<file path="src/rtl/ssram_burst.sv">
module ssram_burst #(
  parameter int DATA_W = 16,
  parameter int ADDR_W = 8
) (
  input  logic              clk,
  input  logic              rst_n,
  input  logic              strobe,
  input  logic [ADDR_W-1:0] addr,
  input  logic              burst_en,
  input  logic              wr_en,
  input  logic [DATA_W-1:0] wr_data,
  input  logic              adv,
  output logic [DATA_W-1:0] rd_data,
  output logic              rd_valid
);
  localparam int DEPTH = 1 << ADDR_W;
  localparam int BEATS = 4;
  localparam int CNT_W = $clog2(BEATS);

  logic [DATA_W-1:0] mem [DEPTH];
  logic [ADDR_W-1:0] cur;
  logic [CNT_W-1:0]  left;
  logic              busy, first;
  logic              fire;

  assign fire = busy && (first || adv);

  always_ff @(posedge clk)
    if (strobe && wr_en) mem[addr] <= wr_data;

  always_ff @(posedge clk or negedge rst_n) begin
    if (!rst_n) begin
      busy     <= 1'b0;
      first    <= 1'b0;
      left     <= '0;
      cur      <= '0;
      rd_data  <= '0;
      rd_valid <= 1'b0;
    end else if (strobe) begin
      rd_valid <= 1'b0;
      cur      <= addr;
      busy     <= !wr_en;
      first    <= 1'b1;
      left     <= burst_en ? CNT_W'(BEATS - 1) : '0;
    end else if (fire) begin
      rd_data  <= mem[cur];
      rd_valid <= 1'b1;
      cur      <= {cur[ADDR_W-1:CNT_W], cur[CNT_W-1:0] + 1'b1};
      first    <= 1'b0;
      if (left == '0) busy <= 1'b0;
      else            left <= left - 1'b1;
    end else begin
      rd_valid <= 1'b0;
    end
  end

  assert_idle_after_strobe_R3: assert property (@(posedge clk) disable iff (!rst_n)
    strobe |=> !rd_valid);
  assert_first_beat_R3: assert property (@(posedge clk) disable iff (!rst_n)
    (strobe && !wr_en) ##1 !strobe |=> rd_valid);
  assert_write_silent_R2: assert property (@(posedge clk) disable iff (!rst_n)
    (strobe && wr_en) ##1 !strobe |=> !rd_valid);
  assert_suspend_R5: assert property (@(posedge clk) disable iff (!rst_n)
    busy && !first && !adv && !strobe |=> !rd_valid);
  assert_hold_data_R5: assert property (@(posedge clk) disable iff (!rst_n)
    !strobe && !fire |=> $stable(rd_data));
  assert_block_kept_R4: assert property (@(posedge clk) disable iff (!rst_n)
    busy && !strobe |=> $stable(cur[ADDR_W-1:CNT_W]));
  assert_quiet_end_R7: assert property (@(posedge clk) disable iff (!rst_n)
    !busy && !strobe |=> !rd_valid);
endmodule

</file>
<file path="config.mk">
export PLATFORM = sky130hd
export DESIGN_NAME = ssram_burst
export DESIGN_NICKNAME = d
export VERILOG_FILES = /design/src/rtl/ssram_burst.sv
export SDC_FILE = /design/constraint.sdc
export NUM_CORES = 2
export LEC_CHECK = 0
export BUFFER_PORTS_ARGS = -buffer_cell sky130_fd_sc_hd__buf_2
export CORE_ASPECT_RATIO = 2
export CORE_MARGIN = 8
export CORE_UTILIZATION = 53
export CTS_CLUSTER_SIZE = 30
export DETAILED_ROUTE_END_ITERATION = 8
export PLACE_DENSITY_LB_ADDON = 0.3
export SETUP_SLACK_MARGIN = 0.5
export SLEW_MARGIN = 20
export SYNTH_ARGS = -nofsm -noshare
export SYNTH_HDL_FRONTEND = slang
export SYNTH_SLANG_ARGS = --single-unit
</file>
<file path="constraint.sdc">
create_clock -name clk -period 2.3 [get_ports clk]
set_input_delay 0.575 -clock clk [delete_from_list [all_inputs] [get_ports clk]]
set_output_delay 0.575 -clock clk [all_outputs]
set_load 0.005 [all_outputs]
</file>
After elaboration in Yosys (flattened, before gate mapping)
Memory sizes are Yosys's and may differ from the RTL's. A register that Yosys moved wholly into a read port is not among the register bits. Cells that the tools add are included.

Register bits after elaboration: 13. Bits in writable memories: 4096. Input bits: 30. Output and inout port bits: 17. Logic and storage cells: 37. Memories: 1.

Add/sub/neg operators: 2. Eq/ne operators: 1. Mux-type cells: 15. Bitwise operators: 1. Reductions and logical operators: 11.

Memory list: mem (words 256, bits a word 16, rd ports 1, clocked after memory_dff 1, write ports 1, RTL line 20) `logic [DATA_W-1:0] mem [DEPTH];`.

Operators with widths (count): $mux 2 (5); $mux 1 (9); $mux 8 (1); $reduce_and 2->1 (3); $reduce_bool 2->1 (2); $add 2x1->2 const B (1); $logic_and 1x1->1 (2); $logic_not 1->1 (2); $logic_not 2->1 (1); $ne 2x2->1 const B (1); $sub 2x1->2 const B (1); $logic_or 1x1->1 (1); $not 1->1 (1).

Depth between registers and ports, before layout
Depth after elaboration: 4. Depth in mapped cells: 13.

Worst setup path before layout
Ideal clock, no wire load.

Kind: input port to flip-flop. From: in strobe. To: mem mem[104][0], enable pin. Setup time: 0.388 ns. Arrival: 2.607 ns. Data required time: 1.912 ns. Slack: -0.695 ns. Cell stages on the path: 7. Path through: clkbuf_1 -> and2_1 -> clkbuf_1 -> buf_1 -> nand3_1 -> clkbuf_1 -> nor2_1.

Word-level cells in the longest chain between the ends: 3.

Ends and longest elaborated chain: start, declared (RTL line 7) `input logic strobe,`; $logic_and 1x1->1 (RTL line 29) `if (strobe && wr_en) mem[addr] <= wr_data;`; $mux 1 (RTL line 29); $mux 1 (implied by the code) (RTL line 29); end, declared (RTL line 20).

No other way between the ends.

==> impl_metrics.env <==
export IMPL_status="finished with violations"
export IMPL_violations="negative setup slack"
export IMPL_core_region_area_sq_um=301000
export IMPL_utilization=0.640
export IMPL_yosysSeqAreaShare=0.773
export IMPL_h_tree_depth=5
export IMPL_hold_viol=0
export IMPL_cts_tree="yes"
export IMPL_final_seq_area_sq_um=124000
export IMPL_place_inst=12600
export IMPL_cts_buffers_inserted=331
export IMPL_path_delay_family="compound AO/OA/AOI/OAI gates"
export IMPL_dieWidth_um=405
export IMPL_path_buf_inv=5
export IMPL_clk_latency_ns=0.92
export IMPL_synthCells=7609
export IMPL_synth_main_ff_cell="edfxtp_1"
export IMPL_fin_crit_ns=3.37
export IMPL_worstPathMaxFanout=8
export IMPL_netlist_area_sq_um=160000
export IMPL_muxShareOfSynthArea=0.145
export IMPL_num_vias=86400
export IMPL_grt_overflow_total=0
export IMPL_multi_input_comb_area_sq_um=35300
export IMPL_fin_ws_ns=-1.07
export IMPL_clock_skew_ns=0.0579
export IMPL_setup_violations=16
export IMPL_io_pins=47
export IMPL_max_clock_path_buffers=4
export IMPL_p_leak_nw=62.4
export IMPL_crit_path_max_incr_delay_ns=0.73
export IMPL_cts_sinks=4125
export IMPL_place_detailed_hpwl_mm=338
export IMPL_ant_nets=0
export IMPL_top_layer="met5"
export IMPL_ir_worst_vdd_uv=819
export IMPL_wl_per_cell_um=37.5
export IMPL_synth_compound_area_frac=0.0378
export IMPL_fin_cells=13300
export IMPL_relSlewSlack=0.386
export IMPL_synth_largest_area_cell="edfxtp_1"
export IMPL_clk_transition_reported_paths_ns=0.08
export IMPL_final_cell_mix="edfxtp_1 (4096), buf_4 (857), mux4_2 (657)"
export IMPL_antenna_found_initial=27
export IMPL_max_freq_mhz=296
export IMPL_wl_met1_mm=147
export IMPL_io_buffer_count=46
export IMPL_finalMaxSlewViolations=0
export IMPL_grt_pass1_wl_mm=681
export IMPL_setup_tns_ns=-14.62
export IMPL_crit_path_start="cur[0]"
export IMPL_place_ws_ns=-1.70
export IMPL_critPathCaptureType="flip-flop"
export IMPL_die_area_sq_um=321000
export IMPL_grt_total_usage=0.304
export IMPL_start_util=0.532
export IMPL_wl_met2_mm=252
export IMPL_startpoint_type="flip-flop"
export IMPL_cts_root_buffer_cell="clkbuf_16"
export IMPL_nets=8987
export IMPL_crit_chain="buf_12 > buf_12 > buf_16 > mux4_2 > nand2_2 > nand2_4 > a2111oi_4 > buf_4 > a21oi_2 > nor4b_4 > buf_4 > a221o_1"
export IMPL_yosys_top_cells_area="edfxtp_1 (77%), mux4_2 (9.2%), mux2i_1 (3.7%)"
export IMPL_layout_commonest_cell="edfxtp_1"
export IMPL_grt_pass1_vias=88200
export IMPL_synthSimpleGateAreaFrac=0.0215
export IMPL_cpMaxStageDelayCell="a2111oi_4"
export IMPL_syn_to_final_growth_pct=20.4
export IMPL_tightest_slew_ns=0.922
export IMPL_netlist_cell_type_count=75
export IMPL_route_detailed_drc=0
export IMPL_hp_start="wr_data[0]"
export IMPL_cap_violations=0
export IMPL_viasPerCell=6.51
export IMPL_rsz0062_at_grt="true"
export IMPL_die_y_um=793
export IMPL_synth_xor_area_share=0.000164
export IMPL_crit_type="reg2reg"
export IMPL_arrival_ns=4.16
export IMPL_synth_adder_area_share=0.0000782
export IMPL_synth_seq_cells=4125
export IMPL_place_congestion=0.971
export IMPL_synth_top_family_by_area="multiplexers"
export IMPL_drt_iter0_drc=10400
export IMPL_r2r_start="cur[0]"
export IMPL_synth_top_area_frac=0.769
export IMPL_synth_warnings=0
export IMPL_grt_max_degree=96
export IMPL_power_density_nw_per_um2=840
export IMPL_drive_gt1_frac=0.335
export IMPL_async_reset_ff_frac=0.00703
export IMPL_rows=285
export IMPL_holdCritPathClass="in2reg"
export IMPL_holdWs_ns=0.0603
export IMPL_wl_mm=497
export IMPL_dr_wl_met3_mm=37.1
export IMPL_synth_avg_cell_area_sq_um=21.0
export IMPL_n_fill_cell=19600
export IMPL_dr_pass1_iters=6
export IMPL_cp_required_ns=3.09
export IMPL_post_route_period_util=1.47
export IMPL_synth_fp_nets=7640
export IMPL_synth_edf_count=4096
==> cell usage after synthesis, drive strengths merged, types with 7 or more instances <==
cell / count
clkbuf: 155
a21oi: 112
nand2: 202
a31oi: 15
o22ai: 184
a221oi: 42
a32oi: 8
nor4: 16
inv: 12
a221o: 11
or4: 7
o21ai: 117
mux2i: 588
and2: 9
nor2: 338
mux4: 730
a22o: 21
a211oi: 49
nor3: 52
nand4: 35
nor2b: 12
mux2: 51
dfrtp: 29
a2111oi: 52
a22oi: 109
buf: 298
edfxtp: 4096
nand3: 72
o221ai: 110
==> kinds of logic after synthesis <==
kind of cell / after synthesis
compound gates: 865
buf+inv: 468
xor+xnor: 3
flops: 4125
simple gates: 778
mux: 1369
fa+ha+maj: 1
==> layout make-up <==
cell class / count / share of cell area
clock buffer: 398 / 0.0455
sequential: 4125 / 0.642
tap: 4018 / 0.0261
inverter: 13 / 0.000312
antenna: 33 / 0.000429
multi-input combinational: 3017 / 0.183
clock inverter: 190 / 0.00837
timing repair buffer: 1468 / 0.0936
==> state kept, by name (all words and copies together) (netlist names) <==
name / flops
cur: 8
mem: 4096
left: 2
first: 1
busy: 1
rd_data: 16
rd_valid: 1
==> where the power goes <==
part           leakage (nW)  internal (mW)  switching (mW)
clock                  5.06           30.0            26.3
sequential             37.1           82.8           0.342
combinational          20.2           9.71            12.7
==> routing by layer <==
layer  vias to the layer above  track usage
met5                         -            0
li1                      34700            -
met3                      1536       0.0480
met4                        14        0.290
met1                     45000        0.313
met2                      5079        0.524
==> worst paths after layout <==
| kind | end | slack [ns] | cells after the start |
|---|---|---|---|
| max in group asynchronous | rd_valid | 1.28 | 3 |
| worst min register to register | rd_data[6] | 0.53 | 2 |
| worst max-delay path | rd_data[13] | -1.07 | 12 |
| min in group asynchronous | rd_data[7] | 0.34 | 2 |
| worst max register to register | rd_data[13] | -1.07 | 12 |
| worst min-delay path | mem[178][0] | 0.06 | 1 |
==> stage by stage <==
step | power, mW | cell area [sq um]
after global placement | 105 | 179000
after floorplan | 95.3 | 162000
after detailed placement | 105 | 179000
after global routing | 165 | 193000
after CTS | 161 | 192000
final | 162 | 193000
==> repair_timing <==
item | CTS | global route
setup endpoints to repair | 36 | 72
hold endpoints to repair | 54 | 0
pin swaps | 34 | 25
hold buffers | 5 | 0
gates resized for setup | 287 | 106
buffers inserted | 43 | 21
gates cloned | 12 | 7
Power figures use the tool's default switching activity.
